$ cat src/rtl/sw_pkg.sv
package sw_pkg;

    localparam int SYM_W = 3;

    typedef enum logic [1:0] {
        DIR_STOP = 2'd0,
        DIR_UP   = 2'd1,
        DIR_DIAG = 2'd2,
        DIR_LEFT = 2'd3
    } dir_e;

    typedef struct packed {
        logic signed [31:0] score;
        dir_e               dir;
    } cell_res_t;

    // Substitution value for a pair of symbols
    function automatic int subst(input logic [SYM_W-1:0] a,
                                 input logic [SYM_W-1:0] b,
                                 input int m, input int mm);
        return (a == b) ? m : mm;
    endfunction

    // Choose among the three candidates; diagonal wins ties, left wins up/left ties
    function automatic cell_res_t cell_pick(input int diag_c, input int up_c,
                                            input int left_c);
        cell_res_t r;
        if (diag_c >= up_c && diag_c >= left_c) begin
            r.score = diag_c;
            r.dir   = DIR_DIAG;
        end else if (up_c > left_c) begin
            r.score = up_c;
            r.dir   = DIR_UP;
        end else begin
            r.score = left_c;
            r.dir   = DIR_LEFT;
        end
        if (r.score <= 0) begin
            r.score = 0;
            r.dir   = DIR_STOP;
        end
        return r;
    endfunction

endpackage

$ cat src/rtl/sw_cell_core.sv
module sw_cell_core
    import sw_pkg::*;
#(
    parameter int SCORE_W  = 6,
    parameter int MATCH    = 5,
    parameter int MISMATCH = -5,
    parameter int GAP      = 1
) (
    input  logic [SYM_W-1:0]   q_sym,
    input  logic [SYM_W-1:0]   s_sym,
    input  logic [SCORE_W-1:0] diag_score,
    input  logic [SCORE_W-1:0] up_score,
    input  logic [SCORE_W-1:0] left_score,
    output logic [SCORE_W-1:0] cell_score,
    output dir_e               cell_dir
);
    cell_res_t res;
    int        diag_c;
    int        up_c;
    int        left_c;

    always_comb begin
        diag_c     = int'(diag_score) + subst(q_sym, s_sym, MATCH, MISMATCH);
        up_c       = int'(up_score) - GAP;
        left_c     = int'(left_score) - GAP;
        res        = cell_pick(diag_c, up_c, left_c);
        cell_score = res.score[SCORE_W-1:0];
        cell_dir   = res.dir;
    end
endmodule

$ cat src/rtl/sw_max_merge.sv
module sw_max_merge #(
    parameter int SCORE_W = 6,
    parameter int ROW_W   = 8,
    parameter int COL_W   = 4
) (
    input  logic [SCORE_W-1:0] a_score,
    input  logic [ROW_W-1:0]   a_row,
    input  logic [COL_W-1:0]   a_col,
    input  logic [SCORE_W-1:0] b_score,
    input  logic [ROW_W-1:0]   b_row,
    input  logic [COL_W-1:0]   b_col,
    output logic [SCORE_W-1:0] o_score,
    output logic [ROW_W-1:0]   o_row,
    output logic [COL_W-1:0]   o_col
);
    logic a_wins;

    // Higher score wins; equal scores go to the earlier row-major position
    always_comb begin
        a_wins = (a_score > b_score) ||
                 ((a_score == b_score) && ({a_row, a_col} < {b_row, b_col}));
        o_score = a_wins ? a_score : b_score;
        o_row   = a_wins ? a_row   : b_row;
        o_col   = a_wins ? a_col   : b_col;
    end
endmodule

$ cat src/rtl/sw_pe.sv
module sw_pe
    import sw_pkg::*;
#(
    parameter int SCORE_W  = 6,
    parameter int ROW_W    = 8,
    parameter int COL_W    = 4,
    parameter int MATCH    = 5,
    parameter int MISMATCH = -5,
    parameter int GAP      = 1,
    parameter int COL_IDX  = 1
) (
    input  logic               clk,
    input  logic               rst,
    input  logic [SYM_W-1:0]   q_sym,
    input  logic               en_in,
    input  logic [SYM_W-1:0]   s_in,
    input  logic [SCORE_W-1:0] left_score,
    input  logic [SCORE_W-1:0] mx_in_score,
    input  logic [ROW_W-1:0]   mx_in_row,
    input  logic [COL_W-1:0]   mx_in_col,
    output logic               en_q,
    output logic [SYM_W-1:0]   s_q,
    output logic [SCORE_W-1:0] score_q,
    output logic [SCORE_W-1:0] mx_score_q,
    output logic [ROW_W-1:0]   mx_row_q,
    output logic [COL_W-1:0]   mx_col_q,
    output logic               dir_we_q,
    output logic [1:0]         dir_q,
    output logic [ROW_W-1:0]   waddr_q
);
    localparam logic [COL_W-1:0] MY_COL = COL_W'(COL_IDX);

    logic [ROW_W-1:0]   row_q;
    logic [SCORE_W-1:0] diag_q;
    logic [SCORE_W-1:0] cell_score;
    dir_e               cell_dir;
    logic               new_run;
    logic [SCORE_W-1:0] self_score;
    logic [ROW_W-1:0]   self_row;
    logic [COL_W-1:0]   self_col;
    logic [SCORE_W-1:0] m1_score, m2_score;
    logic [ROW_W-1:0]   m1_row,   m2_row;
    logic [COL_W-1:0]   m1_col,   m2_col;
    logic [ROW_W-1:0]   cell_row;

    sw_cell_core #(
        .SCORE_W(SCORE_W), .MATCH(MATCH), .MISMATCH(MISMATCH), .GAP(GAP)
    ) u_core (
        .q_sym(q_sym), .s_sym(s_in), .diag_score(diag_q), .up_score(score_q),
        .left_score(left_score), .cell_score(cell_score), .cell_dir(cell_dir)
    );

    // The carried maximum of this element is forgotten at the first row of a run
    always_comb begin
        new_run    = (row_q == '0);
        self_score = new_run ? '0 : mx_score_q;
        self_row   = new_run ? '0 : mx_row_q;
        self_col   = new_run ? '0 : mx_col_q;
        cell_row   = row_q + 1'b1;
    end

    sw_max_merge #(.SCORE_W(SCORE_W), .ROW_W(ROW_W), .COL_W(COL_W)) u_merge_prev (
        .a_score(self_score), .a_row(self_row), .a_col(self_col),
        .b_score(mx_in_score), .b_row(mx_in_row), .b_col(mx_in_col),
        .o_score(m1_score), .o_row(m1_row), .o_col(m1_col)
    );

    sw_max_merge #(.SCORE_W(SCORE_W), .ROW_W(ROW_W), .COL_W(COL_W)) u_merge_cell (
        .a_score(m1_score), .a_row(m1_row), .a_col(m1_col),
        .b_score(cell_score), .b_row(cell_row), .b_col(MY_COL),
        .o_score(m2_score), .o_row(m2_row), .o_col(m2_col)
    );

    always_ff @(posedge clk) begin
        if (rst) begin
            en_q       <= 1'b0;
            s_q        <= '0;
            score_q    <= '0;
            diag_q     <= '0;
            row_q      <= '0;
            mx_score_q <= '0;
            mx_row_q   <= '0;
            mx_col_q   <= '0;
            dir_we_q   <= 1'b0;
            dir_q      <= DIR_STOP;
            waddr_q    <= '0;
        end else begin
            en_q     <= en_in;
            s_q      <= s_in;
            dir_we_q <= en_in;
            if (en_in) begin
                score_q    <= cell_score;
                diag_q     <= left_score;
                row_q      <= cell_row;
                mx_score_q <= m2_score;
                mx_row_q   <= m2_row;
                mx_col_q   <= m2_col;
                dir_q      <= cell_dir;
                waddr_q    <= row_q;
            end else begin
                score_q <= '0;
                diag_q  <= '0;
                row_q   <= '0;
            end
        end
    end

    // stop code appears exactly on zero-score cells
    p_dir_stop_r3: assert property (@(posedge clk) disable iff (rst)
        dir_we_q |-> ((dir_q == DIR_STOP) == (score_q == '0)));

    // enable moves one element per clock
    p_en_pipe_r4: assert property (@(posedge clk) disable iff (rst)
        en_q |-> $past(en_in));

    // consecutive writes step the row address by one
    p_addr_step_r5: assert property (@(posedge clk) disable iff (rst)
        (dir_we_q && $past(dir_we_q)) |-> (waddr_q == ROW_W'($past(waddr_q) + 1'b1)));

    // within a run the carried maximum never falls
    p_max_mono_r6: assert property (@(posedge clk) disable iff (rst)
        (en_in && row_q != '0) |=> (mx_score_q >= $past(mx_score_q)));

    // the carried maximum covers the cell just written
    p_max_cover_r6: assert property (@(posedge clk) disable iff (rst)
        dir_we_q |-> (mx_score_q >= score_q));
endmodule

$ cat src/rtl/sw_score_array.sv
module sw_score_array
    import sw_pkg::*;
#(
    parameter int N        = 8,
    parameter int ROW_W    = 8,
    parameter int MATCH    = 5,
    parameter int MISMATCH = -5,
    parameter int GAP      = 1,
    localparam int SCORE_W = $clog2(N * MATCH + 1),
    localparam int COL_W   = $clog2(N + 1)
) (
    input  logic                 clk,
    input  logic                 rst,
    input  logic                 en_in,
    input  logic [SYM_W-1:0]     sym_in,
    input  logic [N*SYM_W-1:0]   query,
    output logic [N-1:0]         dir_we,
    output logic [2*N-1:0]       dir_code,
    output logic [N*ROW_W-1:0]   dir_addr,
    output logic [SCORE_W-1:0]   max_score,
    output logic [ROW_W-1:0]     max_row,
    output logic [COL_W-1:0]     max_col,
    output logic                 tb_ready
);
    logic               en_c  [0:N];
    logic [SYM_W-1:0]   s_c   [0:N];
    logic [SCORE_W-1:0] sc_c  [0:N];
    logic [SCORE_W-1:0] mxs_c [0:N];
    logic [ROW_W-1:0]   mxr_c [0:N];
    logic [COL_W-1:0]   mxc_c [0:N];
    logic               end_seen;

    assign en_c[0]  = en_in;
    assign s_c[0]   = sym_in;
    assign sc_c[0]  = '0;
    assign mxs_c[0] = '0;
    assign mxr_c[0] = '0;
    assign mxc_c[0] = '0;

    for (genvar j = 0; j < N; j++) begin : g_pe
        sw_pe #(
            .SCORE_W(SCORE_W), .ROW_W(ROW_W), .COL_W(COL_W),
            .MATCH(MATCH), .MISMATCH(MISMATCH), .GAP(GAP), .COL_IDX(j + 1)
        ) u_pe (
            .clk(clk), .rst(rst),
            .q_sym(query[j*SYM_W +: SYM_W]),
            .en_in(en_c[j]), .s_in(s_c[j]), .left_score(sc_c[j]),
            .mx_in_score(mxs_c[j]), .mx_in_row(mxr_c[j]), .mx_in_col(mxc_c[j]),
            .en_q(en_c[j+1]), .s_q(s_c[j+1]), .score_q(sc_c[j+1]),
            .mx_score_q(mxs_c[j+1]), .mx_row_q(mxr_c[j+1]), .mx_col_q(mxc_c[j+1]),
            .dir_we_q(dir_we[j]), .dir_q(dir_code[2*j +: 2]),
            .waddr_q(dir_addr[j*ROW_W +: ROW_W])
        );
    end

    assign max_score = mxs_c[N];
    assign max_row   = mxr_c[N];
    assign max_col   = mxc_c[N];

    // Last element wrote its final row on the previous edge
    assign end_seen = en_c[N] && !en_c[N-1];

    always_ff @(posedge clk) begin
        if (rst)           tb_ready <= 1'b0;
        else if (end_seen) tb_ready <= 1'b1;
        else if (en_in)    tb_ready <= 1'b0;
    end

    // results are settled on the edge the flag rises
    p_ready_stable_r8: assert property (@(posedge clk) disable iff (rst)
        $rose(tb_ready) |-> ($stable(max_score) && $stable(max_row) && $stable(max_col)));
endmodule

$ cat config.mk
export PLATFORM = sky130hd
export DESIGN_NAME = sw_score_array
export DESIGN_NICKNAME = d
export VERILOG_FILES = /design/src/rtl/sw_pkg.sv /design/src/rtl/sw_cell_core.sv /design/src/rtl/sw_max_merge.sv /design/src/rtl/sw_pe.sv /design/src/rtl/sw_score_array.sv
export SDC_FILE = /design/constraint.sdc
export NUM_CORES = 2
export LEC_CHECK = 0
export BUFFER_PORTS_ARGS = -buffer_cell sky130_fd_sc_hd__buf_2
export CAP_MARGIN = 20
export CORE_ASPECT_RATIO = 0.5
export CORE_MARGIN = 4
export CORE_UTILIZATION = 66
export DETAILED_ROUTE_END_ITERATION = 10
export PLACE_DENSITY = 0.84
export SKIP_CTS_REPAIR_TIMING = 1
export SYNTH_ARGS = -nofsm -noshare
export SYNTH_HDL_FRONTEND = slang
export SYNTH_SLANG_ARGS = --single-unit
$ cat constraint.sdc
create_clock -name clk -period 13.6 [get_ports clk]
set_input_delay 2.72 -clock clk [delete_from_list [all_inputs] [get_ports clk]]
set_output_delay 2.72 -clock clk [all_outputs]
set_load 0.005 [all_outputs]
# --- Word level (Yosys, flattened, before mapping) ---
# Index checks and enable logic that the tools add are counted.
totals:
  output_inout_bits: 107
  input_bits: 30
  wordCells: 363
  regBits: 408
op_classes:
  bitwise: 8
  order_cmp: 64
  eq_ne: 23
  reduce_logical: 60
  n_addsub: 23
  mux: 106
op_table:
  columns: ["operator", "n"]
  rows:
  - ["2-to-1 mux 34 bit", 16]
  - ["greater-or-equal comparator 32 x 7 -> 1 bit", 15]
  - ["<= comparator 32 x 1 -> 1 bit (second input constant)", 8]
  - ["2-to-1 mux 32 bit", 8]
  - ["2-to-1 mux 8 bit", 32]
  - ["adder 7 x 32 -> 32 bit", 7]
  - ["less-than comparator 12 bit", 15]
  - ["2-to-1 mux 6 bit", 24]
  - ["2-to-1 mux 4 bit", 24]
  - ["== test 6 bit", 15]
  - ["greater-than comparator 6 bit", 15]
  - ["adder 8 x 1 -> 8 bit (second input constant)", 8]
  - ["zero test 8 bit", 8]
  - ["subtractor 6 x 1 -> 7 bit (second input constant)", 8]
  - ["greater-than comparator 7 bit", 7]
  - ["greater-or-equal comparator 32 x 1 -> 1 bit (second input constant)", 1]
  - ["logical AND 1 bit", 25]
  - ["== test 3 bit", 8]
  - ["logical OR 1 bit", 16]
  - ["OR reduction 2 bit", 8]
  - ["less-than comparator 12 x 1 -> 1 bit (second input constant)", 1]
  - ["inverter 1 bit", 8]
  - ["greater-than comparator 7 x 1 -> 1 bit (second input constant)", 1]
  - ["greater-than comparator 6 x 1 -> 1 bit (second input constant)", 1]
  - ["4 further kinds", 5]

# --- Depth between registers and ports, before layout ---
depth:
  ltp_word: 12
  mapped_depth: 35

# --- Modules after synthesis ---
# Synthesis repeated with hierarchy kept, for this count alone.
unflattened:
  cells_unflattened: 5202
  area_unflattened_um2: 45607.5
modules_own_cells:
  columns: ["mod", "seq_area_each_um2", "n_inst", "area_per_inst_um2", "cells_per_inst"]
  rows:
  - ["sw_pe", 1041.0, 8, 1924.3, 190]
  - ["sw_max_merge", 0.0, 16, 729.4, 80]
  - ["sw_cell_core (g_pe[2].u_pe.u_core ...)", 0.0, 4, 2283.4, 298]
  - ["sw_cell_core (g_pe[0].u_pe.u_core ...)", 0.0, 3, 2347.3, 302]
  - ["sw_cell_core (g_pe[6].u_pe.u_core)", 0.0, 1, 2321.0, 299]
  - ["sw_score_array", 20.0, 1, 45.0, 5]

# --- Worst setup path after synthesis ---
# Ideal clock, no wire load.
synth_path:
  path_kind: "in2reg"
  start: "in query[18]"
  end: "reg g_pe[6].u_pe.mx_score_q[1]"
  path_buffers: 2
  path_slack_ns: 3.776
  stages: 32
  arrival_time_ns: 9.742
  cell_sequence: "xor2_1 -> nor3_1 -> inv_1 -> ha_1 -> nand2_1 -> o21ai_0 -> o21a_1 -> nor2_1 -> nor2b_1 -> nor2_1 -> ha_1 -> ha_1 -> nand4_1 -> or4_4 -> nor4_1 -> nor2_1 -> nand4_1 -> mux2i_1 -> a221oi_4 -> mux2i_1 -> ha_1 -> nor2b_1 -> o21a_1 -> o21a_1 -> o21ai_0 -> a211oi_1 -> a2111oi_1 -> a211o_1 -> buf_2 -> nand2_1 -> buf_2 -> o221ai_1"
synth_between:
  elab_chain_cells: 12
  elab_cells_between_ends: 14
  cone_classes: "add/sub (1); order compare (4); eq/ne (2); mux (4); reduce/logical (3)"
synth_lines:
  columns: ["item", "line_no", "text"]
  rows:
  - ["start: declaration", "sw_score_array.sv:16", "input logic [N*SYM_W-1:0] query,"]
  - ["== test 3 bit (*)", "sw_pkg.sv:21", "return (a == b) ? m : mm;"]
  - ["2-to-1 mux 32 bit (*)", "sw_pkg.sv:21", null]
  - ["adder 7 x 32 -> 32 bit (*)", "sw_cell_core.sv:23", "diag_c = int'(diag_score) + subst(q_sym, s_sym, MATCH, MISMATCH);"]
  - ["greater-or-equal comparator 32 x 7 -> 1 bit", "sw_pkg.sv:28", "if (diag_c >= up_c && diag_c >= left_c) begin"]
  - ["logical AND 1 bit", "sw_pkg.sv:28", null]
  - ["2-to-1 mux 34 bit (*)", "sw_pkg.sv:28", null]
  - ["<= comparator 32 x 1 -> 1 bit", "sw_pkg.sv:38", "if (r.score <= 0) begin"]
  - ["2-to-1 mux 8 bit (*)", "sw_pkg.sv:38", null]
  - ["branches (longest 3 deep; another with greater-than comparator 6 bit)", null, null]
  - ["2-to-1 mux 6 bit (*)", "sw_max_merge.sv:22", "o_score = a_wins ? a_score : b_score;"]
  - ["end signal: assignment", "sw_pe.sv:95", "mx_score_q <= m2_score;"]
  - ["end: declaration", "sw_pe.sv:24", "output logic [SCORE_W-1:0] mx_score_q,"]
# Mark *: on every way between the ends.
# A chain may end at the register's enable or synchronous reset.

# --- Worst setup path after layout ---
layout_path:
  start: "in query[15]"
  end: "reg g_pe[5].u_pe.mx_score_q[3]"
layout_between:
  elab_chain_cells: 12
  elab_cells_between_ends: 14
  cone_classes: "add/sub (1); order compare (4); eq/ne (2); mux (4); reduce/logical (3)"
layout_lines:
  columns: ["item", "line_no", "text"]
  rows:
  - ["== test 3 bit (*)", "sw_pkg.sv:21", null]
  - ["2-to-1 mux 32 bit (*)", "sw_pkg.sv:21", null]
  - ["adder 7 x 32 -> 32 bit (*)", "sw_cell_core.sv:23", null]
  - ["greater-or-equal comparator 32 x 7 -> 1 bit", "sw_pkg.sv:28", null]
  - ["logical AND 1 bit", "sw_pkg.sv:28", null]
  - ["2-to-1 mux 34 bit (*)", "sw_pkg.sv:28", null]
  - ["<= comparator 32 x 1 -> 1 bit", "sw_pkg.sv:38", null]
  - ["2-to-1 mux 8 bit (*)", "sw_pkg.sv:38", null]
  - ["net g_pe[5].u_pe.cell_score[0]", "sw_pe.sv:35", "logic [SCORE_W-1:0] cell_score;"]
  - ["branches (longest 2 deep; another with greater-than comparator 6 bit)", null, null]
  - ["logical OR 1 bit (*)", "sw_max_merge.sv:20", "a_wins = (a_score > b_score) ||"]
  - ["2-to-1 mux 6 bit (*)", "sw_max_merge.sv:22", null]
  - ["end signal: assignment", "sw_pe.sv:95", null]
  - ["end: declaration", "sw_pe.sv:24", null]
# Mark *: on every way through the listed nets, which the timed path passes.

==> out/results.txt <==
status - finished clean
drt via density - 6.386
Post-synth EDFFs - 0
die area - 61630 um^2
synthesized area per cell - 8.243 um^2
Max IR drop VDD - 0.07979 mV
pwr dens - 74.31 nW/um^2
slew margin rel. - 28.18%
initial drt markers - 2899
LEAKAGE - 18.36 nW
Clk Latency, worst-skew pair - 0.57 ns
Max FO, Critical Path - 19
All-Layer GR Usage - 30.74%
Top delay family on crit path - simple AND/OR/NAND/NOR gates
DR WL/cell - 18.13 um
# setup viols final - 0
initial antenna violation count - 0
Met1 Routed Length - 44420 um
largest net degree at the start of global routing - 78
Async S/R FF share, synth - 0%
Num CTS Buffers - 40
Ports - 137
Slew Viols, Final - 0
crit-path max cell delay - 0.80 ns
die span in y - 177.6 um
CTS tree - built
register area share after synthesis - 21.52%
Syn Inst Count - 4604
Worst EP required - 14.08 ns
Area Growth Syn to Fin - 6.950%
Hold Path Class - flop to flop
filler instances - 4368
Finished Cell Area - 40590 um^2
Worst path depth - 32
ANT cells - 0
root buffer selected by CTS - clkbuf_16
final core utilization - 72.25%
CTS Buffer Depth - 3
register area - 8168 um^2
Total Routed Length - 98880 um
DRT Pass-1 Iters - 8
Yosys top cell by area - ha_1
Syn. warnings - 0
hold path depth - 2
layout cells sized above 1 - 8.005%
CP Launch Type - primary input
post-synth top area share - 25.26%
global route overflow - 0
vias in the first global route - 33560
part of the cycle the worst path needs - 79.92%
top cells by area, synth - ha_1 25%, dfxtp_1 22%, nor2_1 4.7%, a21oi_1 4.1%, mux2i_1 3.8%
Final Hold Vio Count - 0
crit end category - flop
Placed Instance Area - 39120 um^2
CP Buf/Inv Count - 4
DP HPWL - 75760 um
final setup TNS - 0 ns
Mapped Nets - 5407
number of remaining DRC errors - 0
initial core utilization - 67.56%
Nets - 5470
Worst Tran Pin Value - 1.072 ns
core footprint - 56170 um^2
area of the multi-input gates - 27750 um^2
number of port buffers - 136
critical path class - primary input to flop
WL met2 - 45320 um
Clk pin slew, worst setup/hold paths - 0.08 ns
fmax - 0.09201 GHz
DR top layer - met4
area of the mapped netlist - 37950 um^2
post-layout min period - 10.87 ns
slowest cell on the critical path - o22ai_1
endpoint arrival time on the critical path - 11.34 ns
metal3 WL - 6293 um
R2R cell count - 31
first-pass GRT wire length - 162800 um
RSZ-0062 raised after global routing - no
max_cap viols - 0
Placer Congestion - 0.9809
flops & latches, synth - 408
most frequent CP cell - ha_1
antenna-violating nets left - 0
die span in x - 347.1 um
Sink Count - 408
Worst Skew - 0.02644 ns
vias - 34820
row cnt - 61
Placed Cells - 5378
final cell count without fillers - 5453
Synth cell types - 100
Synth Flop Type - dfxtp_1
H-tree levels - 2
-- cell usage in the layout (no fill, tap or decap), types with 43 or more instances in the layout --
cell and n:
nor2b_1 80, nand4_1 101, nand2b_1 53, xor2_1 68
mux2i_1 144, a31oi_1 72, a21oi_1 310, inv_1 361
xnor2_1 71, o21ai_0 171, nor3_1 95, a21o_1 95
nor2_1 474, mux2_2 84, and3_1 43, and2_1 69
nand2_1 248, nand3_1 161, dfxtp_1 408, buf_2 136
ha_1 766
-- where the power goes --
| group | leakage [nW] | switching, mW | internal, mW |
|---|---|---|---|
| registers | 3.29 | 0.00656 | 1.20 |
| logic | 14.4 | 0.348 | 0.209 |
| clock network | 0.691 | 0.518 | 0.732 |
| total | 18.4 | 0.873 | 2.14 |
-- stage by stage --
| stage | setup WS (ns) | hold WS (ns) | power (mW) |
|---|---|---|---|
| 2_1_floorplan | 3.776 | 0.4337 | 1.654 |
| 4_1_cts | 2.913 | 0.4650 | 3.016 |
| 5_1_grt | 2.127 | 0.4898 | 3.136 |
| 6_report | 2.731 | 0.4646 | 3.016 |
| 3_3_place_gp | 2.676 | 0.4514 | 1.753 |
| 3_5_place_dp | 2.340 | 0.4609 | 1.775 |
-- worst paths after layout --
check	from	endpoint	slack, ns
hold reg to reg	g_pe[0].u_pe.score_q[1]$_SDFF_PP0_	g_pe[1].u_pe.diag_q[1]$_SDFF_PP0_	0.46
hold / removal	g_pe[0].u_pe.score_q[1]$_SDFF_PP0_	g_pe[1].u_pe.diag_q[1]$_SDFF_PP0_	0.46
setup / recovery	query[15]	g_pe[5].u_pe.mx_score_q[3]$_SDFFE_PP0P_	2.73
setup reg to reg	g_pe[4].u_pe.s_q[0]$_SDFF_PP0_	g_pe[5].u_pe.mx_score_q[3]$_SDFFE_PP0P_	4.64
-- logic make-up (layout without fill, tap and decap cells) --
group | after synthesis | count (layout) | share of synthesized area, %
flops | 408 | 408 | 21.52
simple gates | 1478 | 1478 | 19.39
fa+ha+maj | 773 | 773 | 25.62
xor+xnor | 139 | 139 | 3.208
buf+inv | 512 | 605 | 5.361
compound gates | 1056 | 1056 | 18.26
mux | 238 | 238 | 6.627
-- layout make-up --
| cell class | instances | share of cell area [%] |
|---|---|---|
| multi-input cells | 3684 | 68.38 |
| repair buffers | 164 | 2.223 |
| clock inverters | 19 | 0.7923 |
| clock buffers | 53 | 2.738 |
| well taps | 756 | 2.331 |
| flip-flops and latches | 408 | 20.12 |
| inverters | 369 | 3.413 |
-- synth_stat cells (18+ instances only) --
master and n:
mux2_2 84, nor2_1 474, and2_1 69, inv_1 361
a21oi_1 310, nand3_1 161, nand2b_1 53, buf_2 18
o211ai_1 36, dfxtp_1 408, nand2_1 248, a31oi_1 72
mux2i_1 144, o21a_1 39, nand4_1 101, o22ai_1 38
and3_1 43, nor3_1 95, xnor2_1 71, a21o_1 95
nor2b_1 80, ha_1 766, clkbuf_1 94, o31ai_1 25
o21ai_0 171, xor2_1 68, nor4_1 37, a211oi_1 40
-- metal layers --
layer / up-vias / GRT usage, %
met3: 233 / 3.873
met1: 16390 / 40.46
met4: 0 / 9.467
li1: 16930 / -
met5: - / 0
met2: 1274 / 52.86
-- tightest hold or removal path, stage by stage, from the launching register on --
cell and delay [ns]:
dfxtp_1 0.32, inv_1 0.07, nor2_1 0.04
-- registers in the layout, summed over array words and instances, names as in the netlist --
signal / cells
g_pe.u_pe.row_q: 64
g_pe.u_pe.mx_score_q: 48
g_pe.u_pe.dir_q: 16
g_pe.u_pe.dir_we_q: 2
g_pe.u_pe.mx_col_q: 32
g_pe.u_pe.mx_row_q: 64
g_pe.u_pe.en_q: 6
tb_ready: 1
g_pe.u_pe.score_q: 48
g_pe.u_pe.diag_q: 42
g_pe.u_pe.waddr_q: 64
g_pe.u_pe.s_q: 21
No activity file was read; power rests on OpenSTA's default activity.
